--- config.mk ---
export PLATFORM = sky130hd
export DESIGN_NAME = spk_beep_top
export DESIGN_NICKNAME = d
export VERILOG_FILES = /design/src/rtl/spk_pkg.sv /design/src/rtl/spk_trig_edge.sv /design/src/rtl/spk_oneshot.sv /design/src/rtl/spk_tone_div.sv /design/src/rtl/spk_ctrl_bit.sv /design/src/rtl/spk_beep_top.sv
export SDC_FILE = /design/constraint.sdc
export NUM_CORES = 1
export LEC_CHECK = 0
export BUFFER_PORTS_ARGS = -buffer_cell sky130_fd_sc_hd__buf_2
export CAP_MARGIN = 10
export CELL_PAD_IN_SITES_DETAIL_PLACEMENT = 1
export CELL_PAD_IN_SITES_GLOBAL_PLACEMENT = 1
export CORE_MARGIN = 2
export CORE_UTILIZATION = 35
export DETAILED_ROUTE_END_ITERATION = 10
export PLACE_DENSITY_LB_ADDON = 0.3
export SLEW_MARGIN = 10
export SYNTH_ARGS = -nofsm -noshare
export SYNTH_HDL_FRONTEND = slang
export SYNTH_SLANG_ARGS = --single-unit
--- constraint.sdc ---
create_clock -name clk -period 2.48 [get_ports clk]
set_input_delay 0.372 -clock clk [delete_from_list [all_inputs] [get_ports clk]]
set_output_delay 0.372 -clock clk [all_outputs]
set_load 0.005 [all_outputs]
--- src/rtl/spk_pkg.sv ---
package spk_pkg;

    typedef enum logic {
        TRIG_LOW  = 1'b0,
        TRIG_HIGH = 1'b1
    } trig_state_e;

    typedef enum logic {
        OS_IDLE     = 1'b0,
        OS_SOUNDING = 1'b1
    } os_state_e;

    typedef enum logic [1:0] {
        PH_REST = 2'd0,
        PH_HIGH = 2'd1,
        PH_LOW  = 2'd2
    } tone_phase_e;

endpackage

--- src/rtl/spk_trig_edge.sv ---
module spk_trig_edge
    import spk_pkg::*;
(
    input  logic clk,
    input  logic rst_n,
    input  logic trig_n,
    output logic fire
);

    trig_state_e state_q, state_d;

    // state register
    always_ff @(posedge clk or negedge rst_n) begin
        if (!rst_n) state_q <= TRIG_LOW;
        else        state_q <= state_d;
    end

    // next state: arm on high, fire on low
    always_comb begin
        state_d = state_q;
        unique case (state_q)
            TRIG_LOW:  if (trig_n)  state_d = TRIG_HIGH;
            TRIG_HIGH: if (!trig_n) state_d = TRIG_LOW;
            default:   state_d = TRIG_LOW;
        endcase
    end

    // outputs
    always_comb begin
        fire = (state_q == TRIG_HIGH) && !trig_n;
    end

    // a held-low trigger cannot fire on consecutive edges
    a_r6_single_fire: assert property (@(posedge clk) disable iff (!rst_n)
        fire |=> !fire);

endmodule

--- src/rtl/spk_oneshot.sv ---
module spk_oneshot
    import spk_pkg::*;
#(
    parameter int unsigned DUR = 4_000_000
) (
    input  logic clk,
    input  logic rst_n,
    input  logic start,
    output logic active
);

    localparam int unsigned CW = (DUR > 2) ? $clog2(DUR) : 1;
    localparam logic [CW-1:0] LAST = CW'(DUR - 1);

    os_state_e     state_q, state_d;
    logic [CW-1:0] cnt_q, cnt_d;

    // state register
    always_ff @(posedge clk or negedge rst_n) begin
        if (!rst_n) begin
            state_q <= OS_IDLE;
            cnt_q   <= '0;
        end else begin
            state_q <= state_d;
            cnt_q   <= cnt_d;
        end
    end

    // launch / retrigger / count / expire
    always_comb begin
        state_d = state_q;
        cnt_d   = cnt_q;
        unique case (state_q)
            OS_IDLE: begin
                if (start) begin
                    state_d = OS_SOUNDING;
                    cnt_d   = LAST;
                end
            end
            OS_SOUNDING: begin
                if (start) begin
                    cnt_d = LAST;
                end else if (cnt_q == '0) begin
                    state_d = OS_IDLE;
                end else begin
                    cnt_d = cnt_q - CW'(1);
                end
            end
            default: begin
                state_d = OS_IDLE;
                cnt_d   = '0;
            end
        endcase
    end

    // outputs
    always_comb begin
        active = (state_q == OS_SOUNDING);
    end

    // every start leaves the timer sounding with a full count
    a_r2_load: assert property (@(posedge clk) disable iff (!rst_n)
        start |=> (active && cnt_q == LAST));

    // the count falls by one each cycle while sounding
    a_r4_step: assert property (@(posedge clk) disable iff (!rst_n)
        (active && !start && cnt_q != '0) |=> (active && cnt_q == $past(cnt_q) - CW'(1)));

    // at zero the beep ends
    a_r4_expire: assert property (@(posedge clk) disable iff (!rst_n)
        (active && !start && cnt_q == '0) |=> !active);

    // idle stays idle without a start
    a_r4_no_self_start: assert property (@(posedge clk) disable iff (!rst_n)
        (!active && !start) |=> !active);

endmodule

--- src/rtl/spk_tone_div.sv ---
module spk_tone_div
    import spk_pkg::*;
#(
    parameter int unsigned HALF = 2083
) (
    input  logic clk,
    input  logic rst_n,
    input  logic start,
    input  logic run,
    output logic tone
);

    localparam int unsigned HW = (HALF > 1) ? $clog2(HALF) : 1;
    localparam logic [HW-1:0] LASTH = HW'(HALF - 1);

    tone_phase_e   phase_q, phase_d;
    logic [HW-1:0] cnt_q, cnt_d;

    // state register
    always_ff @(posedge clk or negedge rst_n) begin
        if (!rst_n) begin
            phase_q <= PH_REST;
            cnt_q   <= '0;
        end else begin
            phase_q <= phase_d;
            cnt_q   <= cnt_d;
        end
    end

    // start / flip / rest
    always_comb begin
        phase_d = phase_q;
        cnt_d   = cnt_q;
        if (start) begin
            phase_d = PH_HIGH;
            cnt_d   = '0;
        end else if (!run) begin
            phase_d = PH_REST;
            cnt_d   = '0;
        end else begin
            unique case (phase_q)
                PH_REST: begin
                    phase_d = PH_REST;
                    cnt_d   = '0;
                end
                PH_HIGH, PH_LOW: begin
                    if (cnt_q == LASTH) begin
                        phase_d = (phase_q == PH_HIGH) ? PH_LOW : PH_HIGH;
                        cnt_d   = '0;
                    end else begin
                        cnt_d = cnt_q + HW'(1);
                    end
                end
                default: begin
                    phase_d = PH_REST;
                    cnt_d   = '0;
                end
            endcase
        end
    end

    // outputs
    always_comb begin
        tone = (phase_q == PH_HIGH);
    end

    // divider never passes its half period
    a_r3_range: assert property (@(posedge clk) disable iff (!rst_n)
        cnt_q <= LASTH);

    // phase holds until the half period elapses
    a_r3_hold: assert property (@(posedge clk) disable iff (!rst_n)
        (run && !start && phase_q != PH_REST && cnt_q != LASTH) |=> $stable(phase_q));

    // high half is followed by low half
    a_r3_alternate: assert property (@(posedge clk) disable iff (!rst_n)
        (run && !start && phase_q == PH_HIGH && cnt_q == LASTH) |=> (phase_q == PH_LOW));

    // a start always opens a fresh high half
    a_r5_phase_restart: assert property (@(posedge clk) disable iff (!rst_n)
        start |=> (phase_q == PH_HIGH && cnt_q == '0));

endmodule

--- src/rtl/spk_ctrl_bit.sv ---
module spk_ctrl_bit #(
    parameter int unsigned W   = 8,
    parameter int unsigned BIT = 6
) (
    input  logic         clk,
    input  logic         rst_n,
    input  logic         wr_en,
    input  logic [W-1:0] wr_data,
    output logic         spk_bit
);

    logic [W-1:0] unused_wr_data;
    assign unused_wr_data = wr_data;

    always_ff @(posedge clk or negedge rst_n) begin
        if (!rst_n)     spk_bit <= 1'b0;
        else if (wr_en) spk_bit <= wr_data[BIT];
    end

    // no write, no change
    a_r7_hold: assert property (@(posedge clk) disable iff (!rst_n)
        !wr_en |=> $stable(spk_bit));

    // a write takes only the speaker bit position
    a_r7_load: assert property (@(posedge clk) disable iff (!rst_n)
        wr_en |=> (spk_bit == $past(wr_data[BIT])));

endmodule

--- src/rtl/spk_beep_top.sv ---
module spk_beep_top #(
    parameter int unsigned CLK_HZ   = 8_000_000,
    parameter int unsigned TONE_HZ  = 1920,
    parameter int unsigned BEEP_DIV = 2,
    parameter int unsigned CTRL_W   = 8,
    parameter int unsigned SPK_BIT  = 6
) (
    input  logic              clk,
    input  logic              rst_n,
    input  logic              beep_trig_n,
    input  logic              ctrl_wr_en,
    input  logic [CTRL_W-1:0] ctrl_wr_data,
    output logic              spk_out
);

    localparam int unsigned HALF_CYC = (CLK_HZ + TONE_HZ) / (2 * TONE_HZ);
    localparam int unsigned BEEP_CYC = CLK_HZ / BEEP_DIV;

    logic start;
    logic active;
    logic tone;
    logic spk_bit;

    spk_trig_edge u_edge (
        .clk    (clk),
        .rst_n  (rst_n),
        .trig_n (beep_trig_n),
        .fire   (start)
    );

    spk_oneshot #(.DUR(BEEP_CYC)) u_shot (
        .clk    (clk),
        .rst_n  (rst_n),
        .start  (start),
        .active (active)
    );

    spk_tone_div #(.HALF(HALF_CYC)) u_tone (
        .clk   (clk),
        .rst_n (rst_n),
        .start (start),
        .run   (active),
        .tone  (tone)
    );

    spk_ctrl_bit #(.W(CTRL_W), .BIT(SPK_BIT)) u_ctrl (
        .clk     (clk),
        .rst_n   (rst_n),
        .wr_en   (ctrl_wr_en),
        .wr_data (ctrl_wr_data),
        .spk_bit (spk_bit)
    );

    assign spk_out = (active & tone) | spk_bit;

endmodule

# After elaboration in Yosys (flattened, before gate mapping)
# Cells that the tools add are included.
[classes] n_mux=18 n_lt_le_gt_ge=0 n_reduce_logical=5 n_shift=0 multipliers=0 bitwise=3 n_div=0 add_sub_neg=2 eq_ne=6
[op_table] cell="2-to-1 mux 22 bit" n=3
[op_table] cell="2-to-1 mux 12 bit" n=4
[op_table] cell="one-hot mux 22 bit (2 select lines)" n=1
[op_table] cell="zero test 22 bit" n=1
[op_table] cell="subtractor 22 x 1 -> 22 bit (second input constant)" n=1
[op_table] cell="adder 12 x 1 -> 12 bit (second input constant)" n=1
[op_table] cell="equality test 12 bit (second input constant)" n=1
[op_table] cell="2-to-1 mux 2 bit" n=5
[op_table] cell="2-to-1 mux 1 bit" n=4
[op_table] cell="inequality test 4 x 3 -> 1 bit (second input constant)" n=1
[op_table] cell="inequality test 3 bit (second input constant)" n=1
[op_table] cell="equality test 2 x 1 -> 1 bit (second input constant)" n=1
[op_table] cell="equality test 2 bit (second input constant)" n=1
[op_table] cell="inequality test 2 bit (second input constant)" n=1
[op_table] cell="one-hot mux 1 bit (2 select lines)" n=1
[op_table] cell="AND reduction 2 bit" n=1
[op_table] cell="OR reduction 2 bit" n=1
[op_table] cell="AND 1 bit" n=1
[op_table] cell="logical AND 1 bit" n=1
[op_table] cell="zero test 1 bit" n=1
[op_table] cell="NOT 1 bit" n=1
[op_table] cell="bitwise OR 1 bit" n=1
[totals] romBits=0 wordCells=40 mem_count=0 ramBits=0 reg_bits=39 latch_bits=0

# Depth between registers and ports, before layout
[depth] depth_word=6 mapped_depth=9 mapped_depth_nobuf=7

# Hierarchy
# A second synthesis with hierarchy kept.
[unflattened] cells_unflattened=207 hier_area_um2=2162.1
[by_module_without_submodules] module="spk_oneshot" area_per_inst_um2=1327.5 n_inst=1 cells_per_inst=131
[by_module_without_submodules] module="spk_tone_div" area_per_inst_um2=748.2 n_inst=1 cells_per_inst=71
[by_module_without_submodules] module="spk_ctrl_bit" area_per_inst_um2=40.0 n_inst=1 cells_per_inst=2
[by_module_without_submodules] module="spk_trig_edge" area_per_inst_um2=38.8 n_inst=1 cells_per_inst=2
[by_module_without_submodules] module="spk_beep_top" area_per_inst_um2=7.5 n_inst=1 cells_per_inst=1

# Least setup slack after synthesis
# OpenSTA, ideal clock, no wires.
[synth_path] path_kind="flip-flop to flip-flop" from="reg u_shot.cnt_q[8]" to="reg u_shot.cnt_q[15]" period_less_slack_ps=2135 t_required_ps=2402 setup_ps=78 path_stages_with_launch=6 path_slack_ps=345 n_path_buf=0 arrival_time_ps=2057 path_cell_list="dfrtp_1 > or3_4 > or3_4 > or3_1 > or4_1 > a21oi_1"
[synth_via] elab_chain_cells=4 elab_cells_between_ends=7
[synth_lines] item="start, declared" line="spk_oneshot.sv:16" text="logic [CW-1:0] cnt_q, cnt_d;"
[synth_lines] item="start signal, assigned" line="spk_oneshot.sv:25" text="cnt_q <= cnt_d;"
[synth_lines] item="subtractor 22 x 1 -> 22 bit" line="spk_oneshot.sv:46" text="cnt_d = cnt_q - CW'(1);"
[synth_lines] item="2-to-1 mux 22 bit" line="spk_oneshot.sv:43" text="end else if (cnt_q == '0) begin"
[synth_lines] item="2-to-1 mux 22 bit" line="spk_oneshot.sv:41" text="if (start) begin"
[synth_lines] item="one-hot mux 22 bit (2 select lines)" line="spk_oneshot.sv:33" text="unique case (state_q)"
# Parallel ways exist; a longest one is shown, timed or not. The select of a mux whose other input is x is not followed.
# A chain may end at the register's enable or synchronous reset.

# Final worst setup path
[layout_path] from="reg u_shot.cnt_q[6]" to="reg u_shot.cnt_q[19]"
# Same word-level chain as after synthesis.

==> flow_summary.toml <==
[clock_network]
root_buffer = "clkbuf_8"
clk_pin_slew_ps = 80
cts_htree_levels = 2
clock-sinks = 39
cts_hold_buffers = 0
cts_buffer_depth = 2
clock_latency_ps = 290
cts_buffers = 5
cts_tree = "yes"

[routing]
final_antenna_net_count = 0
viasPerCell = 5.352
wl_per_cell_um = 15.69
dr.first_iter.drc_count = 56
drc_errors = 0
vias = 1504
finalWirelength_um = 4409
first_pass_iters = 4

[yosys]
synthesis.area_mm2 = 0.001996
yosysUniqueCellTypes = 44
netlist_instances = 196
seq_area_frac_synth_pct = 48.90
avgSynthCellArea_um2 = 10.18
synth_edf_count = 0
netlist_top_cells_area = "dfrtp_1 (49%), xnor2_1 (5.3%), nor2_1 (3.8%), ha_1 (3.1%), o31ai_1 (2.6%)"
ys.flop_type = "dfrtp_1"
synthDominantCellAreaShare_pct = 48.90
syn_nets = 213
async_flop_share_pct = 100.0
yosys.area.top_type = "dfrtp_1"
ys_warn_count = 0
synth-seq-cells = 39

[cells_and_area]
drive_gt1_share_pct = 13.40
area_growth_pct = 13.29
finish.net_count = 225
antenna_cells = 0

[global_route]
grt_use_total_pct = 15.61
grt_max_degree = 40
grt_pass1_vias = 1588
antenna_found_initial = 0
grt_pass1_wl_um = 7776
grt_overflow = 0

[setup_path]
worstSetupStartpointType = "flip-flop"
max_stage_delay_ps = 590
critPathKind = "flip-flop to flip-flop"
worstPathArrival_ps = 2530
path_max_fanout = 14
crit_required_ps = 2650
cp-end-kind = "flip-flop"
cp_slowest_cell = "or3_1"
path_cells = "or4_1 -> or3_1 -> o31a_1 -> or3_1"
cp_top_family = "simple AND/OR/NAND/NOR gates"
crit_buf_inv = 0
crit_top_cell = "or3_1"
ff2ff_setup_slack_ps = 120

[hold_path]
min_path_type = "input port to asynchronous set/reset pin"

[die]
initial_core_util_pct = 36.24
io_pins = 13
fp.dieH_um = 79.51
core_region_area_mm2 = 0.005507
die_w_um = 79.51
rows = 27
die_area_mm2 = 0.006322

[power]
p_leak_nw = 0.9083
power.total_mw = 1.559
cellPowerDensity_mw_per_mm2 = 689.7
peakVddDrop_v = 0.0003867

[timing]
period_needed_ps = 2359
maxSlewViolCount = 0
finClkSkew_ps = 4.306
tightest_slew_ps = 904.1
slew_headroom_pct = 39.73
period_share_pct = 95.13
finalSetupTns_ps = 0
setup_viol = 0
fmaxAchievable_ghz = 0.4238
hold_viol = 0
rsz0062_at_grt = "no"

[placement]
finalWeightedCongestion = 0.7773
port_buffers = 5
hpwl_um = 2961

[job]
maxCapViolCount = 0

[status]
status = "finished, final reports clean"
## metrics by stage
stage | util (%) | setup slack, ps | instance area, um2 | hold slack, ps | instances
floorplan | - | 345.2 | 1996 | 76.41 | 196
global placement | 38.81 | 169.9 | 2137 | 488.0 | 273
detailed placement | 38.81 | 136.5 | 2137 | 505.1 | 273
CTS | 40.95 | 115.6 | 2255 | 201.6 | 281
global route | 41.06 | 2.185 | 2261 | 202.4 | 281
finish | 41.06 | 120.7 | 2261 | 204.7 | 281
## Yosys cell counts, types with 3 or more instances
| library cell | number |
|---|---|
| dfrtp_1 | 39 |
| nor2_1 | 20 |
| xnor2_1 | 12 |
| nand2_1 | 10 |
| nand3_1 | 9 |
| a21oi_1 | 7 |
| o31ai_1 | 7 |
| or4_1 | 7 |
| and3_1 | 6 |
| inv_1 | 6 |
| nand2b_1 | 6 |
| clkbuf_1 | 5 |
| ha_1 | 5 |
| nor4_1 | 5 |
| or3_1 | 5 |
| xor2_1 | 5 |
| buf_2 | 3 |
| nor2b_1 | 3 |
| o21ai_0 | 3 |
## layout make-up
cell class	count	area (um2)
multi-input combinational	143	969.7
tap	72	90.09
sequential	39	975.9
clock buffer	6	82.58
inverter	6	22.52
timing repair buffer	13	85.08
fill	632	3246
clock inverter	2	35.03
## cells in the final DEF, fill, tap and decap left out, types with 2 or more instances in the layout
| cell | count |
|---|---|
| inv_1 | 6 |
| dfrtp_1 | 39 |
| nand3_1 | 9 |
| nor4_1 | 5 |
| and3_1 | 6 |
| and4_1 | 2 |
| nor3_1 | 2 |
| nor2_1 | 20 |
| or3_4 | 2 |
| buf_4 | 8 |
| o21ai_0 | 3 |
| xor2_1 | 5 |
| clkbuf_8 | 6 |
| o211ai_1 | 2 |
| a21oi_1 | 7 |
| a31oi_1 | 2 |
| buf_2 | 5 |
| ha_1 | 5 |
| or4_1 | 7 |
| nand4_1 | 2 |
| or3_1 | 5 |
| nor2b_1 | 3 |
| o31ai_1 | 7 |
| o311ai_0 | 2 |
| nand2_1 | 10 |
| nand2b_1 | 6 |
| xnor2_1 | 12 |
## report_power, final
| part | internal [mW] | switching, mW |
|---|---|---|
| logic | 0.100 | 0.151 |
| clock network | 0.326 | 0.236 |
| registers | 0.691 | 0.0564 |
## kinds of logic (layout without fill, tap and decap cells)
logic type               count (synthesis)  after routing  share of synthesized area [%]
AND/OR/NAND/NOR                         86             86                          24.64
flip-flops                              39             39                          48.90
AO/OA/AOI/OAI                           33             33                          11.97
XOR/XNOR                                17             17                          7.461
buffers and inverters                   14             27                          2.821
adder cells (fa/ha/maj)                  5              5                          3.135
multiplexers                             2              2                          1.066
## routing by layer
layer / global-route usage, % / wire length, um / part of all wire (%) / vias up
met3: 3.167 / 88 / 2.0 / 5
met1: 21.86 / 2252 / 51 / 752
met2: 24.45 / 2018 / 46 / 12
met4: 4.483 / 49 / 1.1 / 0
met5: 0 / 0 / 0 / -
li1: - / - / - / 735
## registers in the layout, summed over array words and instances (netlist names)
name	flops
u_tone.cnt_q	12
u_edge.state_q	1
u_ctrl.spk_bit	1
u_tone.phase_q	2
u_shot.active	1
u_shot.cnt_q	22
## path summary, 6_finish.rpt
kind	from	endpoint	depth (start not counted)
max	u_shot.cnt_q[6]$_DFFE_PN0P_	u_shot.cnt_q[19]$_DFFE_PN0P_	4
min	rst_n	u_tone.cnt_q[0]$_DFF_PN0_	1
max in group asynchronous	rst_n	u_shot.cnt_q[10]$_DFFE_PN0P_	1
min in group clk	beep_trig_n	u_edge.state_q$_DFF_PN0_	1
max reg2reg	u_shot.cnt_q[6]$_DFFE_PN0P_	u_shot.cnt_q[19]$_DFFE_PN0P_	4
min reg2reg	u_tone.cnt_q[0]$_DFF_PN0_	u_tone.cnt_q[0]$_DFF_PN0_	1
## timing repair
item | 4_1_cts | 5_1_grt
hold endpoints to repair | 0 | 0
gates resized for setup | 0 | 2
endpoints found under the setup margin | 0 | 2
setup buffers | 0 | 0
(Power assumes the default switching activity.)
